## config.mk

```make
export PLATFORM = sky130hd
export DESIGN_NAME = hdlc_bytestuff_tx
export DESIGN_NICKNAME = d
export VERILOG_FILES = /design/src/rtl/hdlc_tx_pkg.sv /design/src/rtl/hdlc_esc_map.sv /design/src/rtl/hdlc_tx_fsm.sv /design/src/rtl/hdlc_bytestuff_tx.sv
export SDC_FILE = /design/constraint.sdc
export NUM_CORES = 1
export LEC_CHECK = 0
export BUFFER_PORTS_ARGS = -buffer_cell sky130_fd_sc_hd__clkbuf_2
export CORE_MARGIN = 1
export CORE_UTILIZATION = 52
export CTS_CLUSTER_SIZE = 24
export DETAILED_ROUTE_END_ITERATION = 6
export GPL_ROUTABILITY_DRIVEN = 0
export PLACE_DENSITY = 0.78
export SLEW_MARGIN = 10
export SYNTH_ARGS = -nofsm -noshare
export SYNTH_HDL_FRONTEND = slang
export SYNTH_SLANG_ARGS = --single-unit
```

## constraint.sdc

```tcl
create_clock -name clk -period 4 [get_ports clk]
set_input_delay 0.8 -clock clk [delete_from_list [all_inputs] [get_ports clk]]
set_output_delay 0.8 -clock clk [all_outputs]
set_load 0.01 [all_outputs]
```

## src/rtl/hdlc_tx_pkg.sv

```systemverilog
package hdlc_tx_pkg;

    localparam int BYTE_W = 8;

    localparam logic [BYTE_W-1:0] DEF_FLAG = 8'h7E;
    localparam logic [BYTE_W-1:0] DEF_ESC  = 8'h7D;
    localparam logic [BYTE_W-1:0] DEF_XMSK = 8'h20;

    typedef enum logic [1:0] {
        ST_IDLE,
        ST_DATA,
        ST_ESC2,
        ST_CLOSE
    } tx_state_e;

    typedef struct packed {
        tx_state_e         st;
        logic [BYTE_W-1:0] tail;
        logic              tail_eop;
    } tx_regs_t;

endpackage

```

## src/rtl/hdlc_esc_map.sv

```systemverilog
module hdlc_esc_map
    import hdlc_tx_pkg::*;
#(
    parameter logic [BYTE_W-1:0] FLAG_BYTE = DEF_FLAG,
    parameter logic [BYTE_W-1:0] ESC_BYTE  = DEF_ESC,
    parameter logic [BYTE_W-1:0] XOR_MASK  = DEF_XMSK
) (
    input  logic [BYTE_W-1:0] byte_i,
    output logic              reserved_o,
    output logic [BYTE_W-1:0] tail_o
);

    always_comb begin
        reserved_o = (byte_i == FLAG_BYTE) || (byte_i == ESC_BYTE);
        tail_o     = byte_i ^ XOR_MASK;
    end

endmodule

```

## src/rtl/hdlc_tx_fsm.sv

```systemverilog
module hdlc_tx_fsm
    import hdlc_tx_pkg::*;
#(
    parameter logic [BYTE_W-1:0] FLAG_BYTE = DEF_FLAG,
    parameter logic [BYTE_W-1:0] ESC_BYTE  = DEF_ESC,
    parameter logic [BYTE_W-1:0] XOR_MASK  = DEF_XMSK
) (
    input  logic              clk,
    input  logic              rst_n,
    input  logic              in_valid_i,
    input  logic              in_sop_i,
    input  logic              in_eop_i,
    input  logic [BYTE_W-1:0] in_data_i,
    input  logic              reserved_i,
    input  logic [BYTE_W-1:0] tail_i,
    output logic              in_ready_o,
    output logic              out_valid_o,
    output logic [BYTE_W-1:0] out_data_o,
    input  logic              out_ready_i
);

    tx_regs_t r_d, r_q;

    always_comb begin
        r_d         = r_q;
        out_valid_o = 1'b0;
        out_data_o  = FLAG_BYTE;
        in_ready_o  = 1'b0;
        unique case (r_q.st)
            ST_IDLE: begin
                out_valid_o = 1'b1;
                out_data_o  = FLAG_BYTE;
                // stray byte outside a packet is drained
                if (in_valid_i && !in_sop_i) begin
                    in_ready_o = out_ready_i;
                end
                if (out_ready_i && in_valid_i && in_sop_i) begin
                    r_d.st = ST_DATA;
                end
            end
            ST_DATA: begin
                out_valid_o = in_valid_i;
                out_data_o  = reserved_i ? ESC_BYTE : in_data_i;
                in_ready_o  = out_ready_i;
                if (in_valid_i && out_ready_i) begin
                    if (reserved_i) begin
                        r_d.st       = ST_ESC2;
                        r_d.tail     = tail_i;
                        r_d.tail_eop = in_eop_i;
                    end else if (in_eop_i) begin
                        r_d.st = ST_CLOSE;
                    end
                end
            end
            ST_ESC2: begin
                out_valid_o = 1'b1;
                out_data_o  = r_q.tail;
                if (out_ready_i) begin
                    r_d.st = r_q.tail_eop ? ST_CLOSE : ST_DATA;
                end
            end
            ST_CLOSE: begin
                out_valid_o = 1'b1;
                out_data_o  = FLAG_BYTE;
                if (out_ready_i) begin
                    r_d.st = (in_valid_i && in_sop_i) ? ST_DATA : ST_IDLE;
                end
            end
            default: begin
                r_d.st = ST_IDLE;
            end
        endcase
    end

    always_ff @(posedge clk) begin
        if (!rst_n) begin
            r_q.st       <= ST_IDLE;
            r_q.tail     <= '0;
            r_q.tail_eop <= 1'b0;
        end else begin
            r_q <= r_d;
        end
    end

    AST_ESC_SECOND: assert property (@(posedge clk) disable iff (!rst_n)
        out_valid_o && out_ready_i && out_data_o == ESC_BYTE |=>
        out_valid_o && (out_data_o == (FLAG_BYTE ^ XOR_MASK) || out_data_o == (ESC_BYTE ^ XOR_MASK)));
    AST_ESC_INPUT_HELD: assert property (@(posedge clk) disable iff (!rst_n)
        out_valid_o && out_ready_i && out_data_o == ESC_BYTE |=> !in_ready_o);
    AST_EOP_CLOSES: assert property (@(posedge clk) disable iff (!rst_n)
        in_valid_i && in_ready_o && in_eop_i && !reserved_i |=> out_valid_o && out_data_o == FLAG_BYTE);
    AST_READY_NEEDS_SINK: assert property (@(posedge clk) disable iff (!rst_n)
        in_ready_o |-> out_ready_i);
    AST_STALL_HOLD: assert property (@(posedge clk) disable iff (!rst_n)
        out_valid_o && !out_ready_i && (r_q.st != ST_DATA) |=> out_valid_o && $stable(out_data_o));

endmodule

```

## src/rtl/hdlc_bytestuff_tx.sv

```systemverilog
module hdlc_bytestuff_tx
    import hdlc_tx_pkg::*;
#(
    parameter logic [BYTE_W-1:0] FLAG_BYTE = DEF_FLAG,
    parameter logic [BYTE_W-1:0] ESC_BYTE  = DEF_ESC,
    parameter logic [BYTE_W-1:0] XOR_MASK  = DEF_XMSK
) (
    input  logic              clk,
    input  logic              rst_n,
    input  logic              in_valid,
    input  logic              in_sop,
    input  logic              in_eop,
    input  logic [BYTE_W-1:0] in_data,
    output logic              in_ready,
    output logic              out_valid,
    output logic [BYTE_W-1:0] out_data,
    input  logic              out_ready
);

    logic              reserved_w;
    logic [BYTE_W-1:0] tail_w;

    hdlc_esc_map #(
        .FLAG_BYTE (FLAG_BYTE),
        .ESC_BYTE  (ESC_BYTE),
        .XOR_MASK  (XOR_MASK)
    ) esc_map_i (
        .byte_i     (in_data),
        .reserved_o (reserved_w),
        .tail_o     (tail_w)
    );

    hdlc_tx_fsm #(
        .FLAG_BYTE (FLAG_BYTE),
        .ESC_BYTE  (ESC_BYTE),
        .XOR_MASK  (XOR_MASK)
    ) fsm_i (
        .clk         (clk),
        .rst_n       (rst_n),
        .in_valid_i  (in_valid),
        .in_sop_i    (in_sop),
        .in_eop_i    (in_eop),
        .in_data_i   (in_data),
        .reserved_i  (reserved_w),
        .tail_i      (tail_w),
        .in_ready_o  (in_ready),
        .out_valid_o (out_valid),
        .out_data_o  (out_data),
        .out_ready_i (out_ready)
    );

endmodule

```

* Word-level counts from Yosys, hierarchy flattened *
Cells that the tools add are included.

operators by class
  equality and inequality tests = 10
  mux-type cells = 15
  bitwise operators = 1
  reductions and logical operators = 11

operators by type and width
  cell                  number
  $pmux W8 S3           1
  $eq A8 B7 Y1 const B  2
  $mux W2               6
  $mux W11              1
  $mux W9               1
  $mux W8               1
  $pmux W2 S4           1
  $reduce_and A5 Y1     1
  $eq A2 B2 Y1 const B  2
  $logic_and A1 B1 Y1   4
  $ne A2 B1 Y1 const B  2
  $ne A2 B2 Y1 const B  2
  $pmux W1 S2           2
  $ne A3 B2 Y1 const B  1
  $reduce_and A3 Y1     1
  $reduce_or A3 Y1      1
  $eq A2 B1 Y1 const B  1
  $logic_not A2 Y1      1
  $mux W1               2
  $reduce_or A2 Y1      1
  $logic_not A1 Y1      1
  $logic_or A1 B1 Y1    1
  $not A1 Y1            1

word-level totals
  register bits = 11
  input port bits = 14
  output and inout port bits = 10
  word-level logic and storage cells = 40

* Depth between registers and ports, before layout *
Gate-level depths: netlist of the first run.

  depth in word-level cells = 5
  gate-level depth with buffers = 7
  mapped depth without buffers = 6

* Modules after synthesis *
From an unflattened synthesis of the first run, not the netlist that was laid out.

unflattened totals
  cells, all modules = 105
  area, all modules = 802.0 um2

by module, submodules not included
  module        times used  cells an instance  area each (um2)  sequential area each (um2)
  hdlc_tx_fsm   1           94                 715.7            220.2
  hdlc_esc_map  1           11                 86.3             0.0

* Worst setup path after synthesis of the first run *
Ideal clock, no wire load.

  kind = input-to-output
  start = in in_data[7]
  end = out out_data[1]
  arrival time = 1.482 ns
  required time = 3.200 ns
  path slack = 1.718 ns
  stages on the path = 3
  path buffers = 0
  path through = nand4b_4 -> o311ai_0 -> o21ai_0

on the way
  longest elaborated chain between the ends = 4
  elaborated cells between the ends (all ways) = 5
  classes of those cells = 2 x eq/ne; 2 x mux; 1 x reduce/logical

RTL lines
  element                 RTL line                 RTL
  start, declared         hdlc_bytestuff_tx.sv:13  input logic [BYTE_W-1:0] in_data,
  $eq A8 B7 Y1            hdlc_esc_map.sv:14       reserved_o = (byte_i == FLAG_BYTE) || (byte_i == ESC_BYTE);
  $logic_or A1 B1 Y1 (*)  hdlc_esc_map.sv:14
  $mux W8 (*)             hdlc_tx_fsm.sv:43        out_data_o = reserved_i ? ESC_BYTE : in_data_i;
  $pmux W8 S3 (*)         hdlc_tx_fsm.sv:29        unique case (r_q.st)
  end, declared           hdlc_bytestuff_tx.sv:16  output logic [BYTE_W-1:0] out_data,

Mark *: on every way between the ends. The rest lies on a longest branch, timed or not.

* Final worst setup path of the first run *
  start = reg fsm_i.r_q[10] (netlist bit)
  end = out out_data[2]

on the way
  longest elaborated chain between the ends = 3
  elaborated cells between the ends (all ways) = 6
  classes of those cells = 3 x eq/ne; 1 x mux; 2 x reduce/logical

RTL lines
  element                                           RTL line           RTL
  start, declared                                   hdlc_tx_fsm.sv:22  tx_regs_t r_d, r_q;
  start signal, assigned                            hdlc_tx_fsm.sv:81  r_q <= r_d;
  $eq A2 B2 Y1 or $logic_not A2 Y1 (tied branches)  hdlc_tx_fsm.sv:29
  $reduce_or A2 Y1 (no line)                        --
  $pmux W8 S3 (*)                                   hdlc_tx_fsm.sv:29

Marks and branches as above.

==> impl_metrics.py, run 1 <==
metrics = {
    "outcome": {
        "status": "complete, no violations",
    },
    "drt": {
        "drt-vias-per-instance": 5.66,
        "wl_um": 1620,
        "drcViolationCount": 0,
        "vias": 708,
        "drt-initial-drc-count": 12,
        "ant_nets": 0,
        "dr.pass1.iters": 4,
        "detail_route.wl_per_cell_um": 13.0,
    },
    "layout": {
        "drive_gt1_share_pct": 31.8,
        "final_cells": 125,
        "final_cell_mix": "23 x clkbuf_2, 18 x nand2_1, 11 x dfxtp_1",
        "area_growth_pct": 20.0,
        "largest_reg_flops": 11,
        "fin_nets": 130,
        "largest_registers": "fsm_i.r_q x11",
        "mostFrequentLayoutCell": "clkbuf_2",
        "antennaDiodeCount": 0,
        "regMostFlops": "fsm_i.r_q",
    },
    "floorplan": {
        "die_w_um": 39.8,
        "rows": 13,
        "start_util_pct": 56.5,
        "fp.dieH_um": 39.8,
        "num_io_pins": 24,
        "core_mm2": 0.00132,
        "dieArea_mm2": 0.00159,
    },
    "pwr": {
        "internal_power_uw": 192,
        "clkPwrFrac_pct": 28.5,
        "power_switching_uw": 94.7,
        "ir_drop_uv": 256,
        "powerDensity_mw_per_mm2": 320,
        "power.leakage_uw": 0.000380,
        "netSwitchingFraction_pct": 33.1,
        "pwr-share-comb_pct": 32.1,
        "p_seq_share_pct": 39.4,
    },
    "clock_network": {
        "cts_sinks": 11,
        "cts_buffers": 3,
        "clk_pin_slew_worst_paths_ps": 80,
        "ctsRootBufferMaster": "clkbuf_4",
        "clock_latency_ps": 280,
        "post-cts-setup-buffer-count": 0,
        "h-tree-depth": 1,
        "cts_tree": "done",
        "cts_max_path_buffers": 2,
        "hold_buffers": 0,
        "cts_resized": 0,
    },
    "timing": {
        "fin_worst_skew_ps": 10.7,
        "worst_pin_slew_ps": 586,
        "tns_ps": 0,
        "hold_violations": 0,
        "period_share_pct": 65.0,
        "drv_slew": 0,
        "finalCriticalPeriod_ps": 2600,
        "finalSetupViolations": 0,
        "rsz0062_at_grt": "false",
        "fmax_mhz": 385,
        "relSlewSlack_pct": 60.6,
        "hold_slack_ps": 474,
        "setup_ws_ps": 1400,
    },
    "min_path": {
        "hp-class": "flip-flop to flip-flop",
    },
    "worst_setup_path": {
        "criticalPathCategory": "flip-flop to output pin",
        "crit_path_max_fanout": 15,
        "end_kind": "output pin",
        "required_ps": 3200,
        "arrival_ps": 1800,
        "critPathLaunchType": "flip-flop",
    },
    "global_routing": {
        "antenna_found_initial": 0,
        "first_global_vias": 580,
        "grt_max_degree": 16,
        "grtUsageTotal_pct": 24.1,
        "overflow": 0,
        "grt_pass1_wl_um": 2460,
    },
    "job": {
        "drv_cap": 0,
    },
    "placed_design": {
        "io_buffers": 23,
        "pre_cts_ws_ps": 1510,
        "dpl.cell_count": 121,
        "dp_hpwl_um": 1210,
    },
    "synthesis": {
        "yosysWarnings": 0,
        "synth_fp_nets": 105,
        "yosysSeqAreaShare_pct": 29.6,
        "syn_area_per_cell_um2": 8.66,
        "ys_seq_elements": 11,
        "synthesis.area_um2": 744,
        "syn_inst": 86,
        "ys_types": 26,
    },
}
==> worst paths after layout <==
kind                      start            to  slack (ps)  cells past startpoint
setup / recovery  fsm_i.r_q[10]   out_data[2]        1400                      4
hold / removal     fsm_i.r_q[4]  fsm_i.r_q[4]         470                      1
setup reg to reg  fsm_i.r_q[10]  fsm_i.r_q[2]        1840                      6
hold reg to reg    fsm_i.r_q[4]  fsm_i.r_q[4]         470                      1
==> worst max-delay path: stages (launching register included) <==
cell and delay [ps]:
dfxtp_1 340, inv_1 120, ha_1 530, mux2_2 400, clkbuf_2 130
==> cell families (layout without fill, tap and decap cells) <==
kind of cell / Yosys count / after routing / share of synthesized area [%]
buffers and inverters: 8 / 32 / 4.03
and+or+nand+nor: 34 / 34 / 27.1
DFF: 11 / 11 / 29.6
adders and majority gates: 5 / 5 / 8.40
xor gates and xnor gates: 1 / 1 / 1.18
AOI/OAI and AO/OA: 18 / 18 / 16.8
muxes: 9 / 9 / 12.9
==> area by class of cell <==
type                            count  area, um2
Clock buffer                        4       26.3
Fill cell                         122        424
Inverter                            5       18.8
Multi-Input combinational cell     67        494
Sequential cell                    11        220
Tap cell                           15       18.8
Timing Repair Buffer               23        115
==> power by group through the flow <==
stage / sequential [uW] / clock (uW) / combinational [uW]
6_report: 113 / 81.6 / 92.0
5_1_grt: 113 / 87.0 / 102
4_1_cts: 113 / 81.3 / 92.4
3_5_place_dp: 115 / 0 / 91.8
3_3_place_gp: 115 / 0 / 89.0
2_1_floorplan: 115 / 0 / 59.7
==> stage by stage <==
step	instance area [um2]	utilization [%]	power, uW
2_1_floorplan	744	-	175
3_3_place_gp	867	65.8	204
3_5_place_dp	867	65.8	207
4_1_cts	893	67.8	286
5_1_grt	893	67.8	302
6_report	893	67.8	286
==> cells in the mapped netlist <==
library cell	n	share of area [%]
o21a_1	5	5.0
mux2_2	5	7.6
o21ai_0	5	3.4
o311ai_0	1	1.2
ha_1	5	8.4
nor4_4	1	2.9
nand3b_1	1	1.0
o311a_1	2	2.7
nand2b_1	1	0.84
xnor2_1	1	1.2
nand4b_4	1	3.2
inv_1	5	2.5
or2_2	1	0.84
clkbuf_1	3	1.5
nor2_1	2	1.0
nand2_1	18	9.1
nor2b_1	3	2.5
a311oi_1	1	1.2
nand3_2	1	1.3
o31ai_1	1	1.0
mux2i_1	4	5.4
nor3_1	3	2.0
and3b_1	2	2.4
a21oi_1	2	1.3
a21boi_0	1	1.0
dfxtp_1	11	30
==> layer usage <==
metal	part of all wire, %	GRT usage, %	vias up
met5	0	0	-
met2	48	43.4	23
met3	5.1	4.55	5
met4	2.6	12.9	0
met1	44	25.8	328
li1	-	-	352
Note: power is estimated with default switching activity, not from simulation.
==> run 2: changes to the inputs <==
Settings changed: CORE_UTILIZATION 52 to 48, PLACE_DENSITY 0.78 to 0.73.
Clock period 4 ns to 2.5 ns, I/O delays scaled along.
==> run 2 against run 1 <==
Sequential cell count is the same. Largest cell class unchanged. Sequential share of layout area is essentially flat. Critical endpoint unchanged. Via count shrank 2.0%.
==> impl_metrics.py, run 2 (synthesis results as in run 1) <==
metrics = {
    "clock_network": {
        "cts_sinks": 11,
        "clock_latency_ps": 280,
        "cts_buffers": 3,
        "ctsRootBufferMaster": "clkbuf_4",
        "post-cts-setup-buffer-count": 0,
        "cts_max_path_buffers": 2,
        "h-tree-depth": 1,
        "cts_tree": "done",
        "clk_pin_slew_worst_paths_ps": 80,
        "hold_buffers": 0,
        "cts_resized": 0,
    },
    "min_path": {
        "hp-class": "flip-flop to flip-flop",
    },
    "pwr": {
        "power.leakage_uw": 0.000383,
        "powerDensity_mw_per_mm2": 506,
        "ir_drop_uv": 334,
    },
    "floorplan": {
        "rows": 13,
        "num_io_pins": 24,
        "dieArea_mm2": 0.00171,
        "core_mm2": 0.00137,
        "die_w_um": 41.4,
        "start_util_pct": 54.5,
        "fp.dieH_um": 41.4,
    },
    "timing": {
        "hold_violations": 0,
        "relSlewSlack_pct": 59.7,
        "setup_ws_ps": 238,
        "drv_slew": 0,
        "hold_slack_ps": 473,
        "fmax_mhz": 442,
        "finalSetupViolations": 0,
        "period_share_pct": 90.5,
        "fin_worst_skew_ps": 15.1,
        "rsz0062_at_grt": "false",
        "finalCriticalPeriod_ps": 2260,
        "tns_ps": 0,
        "worst_pin_slew_ps": 600,
    },
    "drt": {
        "ant_nets": 0,
        "drcViolationCount": 0,
        "vias": 694,
        "wl_um": 1600,
        "detail_route.wl_per_cell_um": 12.8,
        "dr.pass1.iters": 4,
        "drt-vias-per-instance": 5.55,
        "drt-initial-drc-count": 12,
    },
    "layout": {
        "final_cell_mix": "23 x clkbuf_2, 18 x nand2_1, 11 x dfxtp_1",
        "antennaDiodeCount": 0,
        "regMostFlops": "fsm_i.r_q",
        "largest_registers": "fsm_i.r_q x11",
        "drive_gt1_share_pct": 32.7,
        "area_growth_pct": 20.2,
        "mostFrequentLayoutCell": "clkbuf_2",
        "largest_reg_flops": 11,
        "fin_nets": 130,
    },
    "job": {
        "drv_cap": 0,
    },
    "global_routing": {
        "antenna_found_initial": 0,
        "first_global_vias": 610,
        "grt_max_degree": 16,
        "overflow": 0,
        "grtUsageTotal_pct": 22.3,
        "grt_pass1_wl_um": 2430,
    },
    "worst_setup_path": {
        "critPathLaunchType": "flip-flop",
        "end_kind": "output pin",
        "required_ps": 2000,
        "criticalPathCategory": "flip-flop to output pin",
        "crit_path_max_fanout": 15,
        "arrival_ps": 1760,
    },
    "outcome": {
        "status": "complete, no violations",
    },
    "placed_design": {
        "io_buffers": 23,
        "dp_hpwl_um": 1200,
        "pre_cts_ws_ps": 344,
    },
}
[run 2: changes by cell type in the layout (fill, tap and decap cells not counted)]
cell	delta
clkbuf_1	-1
clkinv_2	+1
[run 2: final timing paths]
path	startpoint	end	slack (ps)	depth (start not counted)
max reg2reg	fsm_i.r_q[10]	fsm_i.r_q[0]	390	6
max	fsm_i.r_q[10]	out_data[2]	240	4
min	fsm_i.r_q[4]	fsm_i.r_q[4]	470	1
min reg2reg	fsm_i.r_q[4]	fsm_i.r_q[4]	470	1
[run 2: through the flow]
stage	util [%]	power (uW)	instance area, um2	cells
final	65.5	452	895	125
after global routing	65.5	474	895	125
after CTS	65.5	452	895	125
after detailed placement	63.5	331	867	121
after global placement	63.5	329	867	121
after floorplan	-	279	744	86
[run 2: layer usage]
layer | track usage, % | part of all wire [%]
met5 | 0 | 0
met4 | 11.3 | 1.9
met3 | 5.85 | 5.7
met2 | 34.8 | 44
met1 | 28.2 | 49
[run 2: critical path: stages (launching register included)]
cell	delay [ps]
dfxtp_1	330
inv_1	120
ha_1	510
mux2_2	400
clkbuf_2	130
[run 2: power breakdown]
part	total, uW	internal, uW	switching (uW)
sequential	180	178	2.77
clock	124	59.3	64.5
combinational	148	67.4	80.8
[run 2: area by class of cell]
type,count,area (um2)
flip-flops and latches,11,220
well taps,15,18.8
clock buffers,3,22.5
inverters,5,18.8
repair buffers,23,115
fillers,132,472
clock inverters,1,5.00
multi-input cells,67,494
==> run 3: changes to the inputs <==
Clock period 2.5 ns to 2.46 ns, I/O delays scaled along.
==> run 3 against run 2 <==
Clock power about the same. Wire length shrank 3.9%. Design area is the same. Sequential power about the same. Combinational power about the same. First-iteration DRC count rose by 8.3%. Count of clock-buffer cells in the layout stayed put. Critical endpoint is now out_data[3]. Hold slack got worse by 6.1 ps. Core utilization unchanged.
==> impl_metrics.py, run 3 (synthesis results as in run 1) <==
metrics = {
    "outcome": {
        "status": "complete, no violations",
    },
    "floorplan": {
        "die_w_um": 41.4,
        "core_mm2": 0.00137,
        "dieArea_mm2": 0.00171,
        "fp.dieH_um": 41.4,
        "start_util_pct": 54.5,
        "num_io_pins": 24,
        "rows": 13,
    },
    "drt": {
        "ant_nets": 0,
        "detail_route.wl_per_cell_um": 12.3,
        "dr.pass1.iters": 4,
        "drt-initial-drc-count": 13,
        "vias": 688,
        "drt-vias-per-instance": 5.50,
        "drcViolationCount": 0,
        "wl_um": 1540,
    },
    "min_path": {
        "min_from": "fsm_i.r_q[7]",
        "hold_end": "fsm_i.r_q[7]",
        "hp-class": "flip-flop to flip-flop",
        "min_path_cells": 1,
    },
    "timing": {
        "rsz0062_at_grt": "false",
        "relSlewSlack_pct": 60.6,
        "finalCriticalPeriod_ps": 2250,
        "worst_pin_slew_ps": 586,
        "period_share_pct": 91.4,
        "tns_ps": 0,
        "fmax_mhz": 445,
        "finalSetupViolations": 0,
        "drv_slew": 0,
        "fin_worst_skew_ps": 11.7,
        "hold_violations": 0,
    },
    "placed_design": {
        "placed_area_um2": 867,
        "dpl.cell_count": 121,
        "io_buffers": 23,
        "dp_hpwl_um": 1220,
    },
    "clock_network": {
        "h-tree-depth": 1,
        "cts_max_path_buffers": 2,
        "cts_resized": 0,
        "post-cts-setup-buffer-count": 0,
        "hold_buffers": 0,
        "clk_pin_slew_worst_paths_ps": 70,
        "ctsRootBufferMaster": "clkbuf_4",
        "cts_sinks": 11,
        "clock_latency_ps": 280,
        "cts_tree": "done",
        "cts_buffers": 3,
    },
    "worst_setup_path": {
        "path_cells": "inv_1, ha_1, mux2_2, clkbuf_2",
        "arrival_ps": 1760,
        "r2r_setup_slack_ps": 360,
        "crit_slowest_cell": "ha_1",
        "reg2reg_depth": 6,
        "criticalPathCategory": "flip-flop to output pin",
        "required_ps": 1970,
        "critPathLaunchType": "flip-flop",
        "crit_path_max_fanout": 15,
        "cp_slowest_stage_delay_ps": 500,
        "r2r-start": "fsm_i.r_q[10]",
        "end_kind": "output pin",
        "critPathTopFamily": "adder cells",
        "path_buf_inv": 2,
        "reg2reg_to": "fsm_i.r_q[0]",
    },
    "layout": {
        "design_area_um2": 895,
        "regMostFlops": "fsm_i.r_q",
        "antennaDiodeCount": 0,
        "final_cells": 125,
        "mostFrequentLayoutCell": "clkbuf_2",
        "largest_registers": "fsm_i.r_q x11",
        "final.fill_count": 128,
        "utilization_pct": 65.5,
        "fin_nets": 130,
        "area_growth_pct": 20.2,
        "drive_gt1_share_pct": 32.7,
        "final_cell_mix": "23 x clkbuf_2, 18 x nand2_1, 11 x dfxtp_1",
        "largest_reg_flops": 11,
    },
    "pwr": {
        "power.leakage_uw": 0.000383,
        "ir_drop_uv": 378,
        "powerDensity_mw_per_mm2": 511,
    },
    "global_routing": {
        "grt_pass1_wl_um": 2340,
        "grtUsageTotal_pct": 21.5,
        "antenna_found_initial": 0,
        "overflow": 0,
        "first_global_vias": 576,
        "grt_max_degree": 16,
    },
    "job": {
        "drv_cap": 0,
    },
}
## run 3: cell counts in the layout (fill, tap and decap cells not counted)
No cell type changed its count.
## run 3: final cells by class
| class | instances | area (um2) | area share, % |
|---|---|---|---|
| multi-input cells | 67 | 494 | 55.2 |
| well taps | 15 | 18.8 | 2.10 |
| inverters | 5 | 18.8 | 2.10 |
| clock inverters | 1 | 5.00 | 0.559 |
| clock buffers | 3 | 22.5 | 2.52 |
| repair buffers | 23 | 115 | 12.9 |
| flip-flops and latches | 11 | 220 | 24.6 |
## run 3: power by group
group          total (uW)  internal, uW  switching [uW]
Clock                 125          60.2            65.0
Sequential            183           180            2.77
Combinational         148          68.2            80.1
## run 3: worst reg2reg max path, stage by stage, from the launching register on
cell and delay [ps]:
dfxtp_1 340, inv_1 120, ha_1 500, nand3_2 190, nor4_4 550, mux2i_1 250, nor2b_1 60
## run 3: stage by stage
step | hold slack, ps | worst slack (ps) | total power [uW]
global placement | 448 | 403 | 335
global route | 501 | 130 | 478
detailed placement | 454 | 327 | 337
CTS | 472 | 204 | 459
floorplan | 441 | 621 | 284
finish | 467 | 213 | 457
## run 3: metal layers
layer | track usage, % | routed length (um)
met5 | 0 | 0
met4 | 9.68 | 22
met3 | 4.79 | 76
met2 | 35.2 | 689
met1 | 26.9 | 751
## run 3: worst max-delay path by stage
stage                  start      endpoint  slack, ps  cells after the start
3_3_place_gp   fsm_i.r_q[10]  fsm_i.r_q[1]        400                      6
5_1_grt        fsm_i.r_q[10]   out_data[3]        130                      4
2_1_floorplan  fsm_i.r_q[10]   out_data[3]        620                      4
3_5_place_dp   fsm_i.r_q[10]  fsm_i.r_q[0]        330                      6
4_1_cts        fsm_i.r_q[10]   out_data[3]        200                      4
6_report       fsm_i.r_q[10]   out_data[3]        210                      4
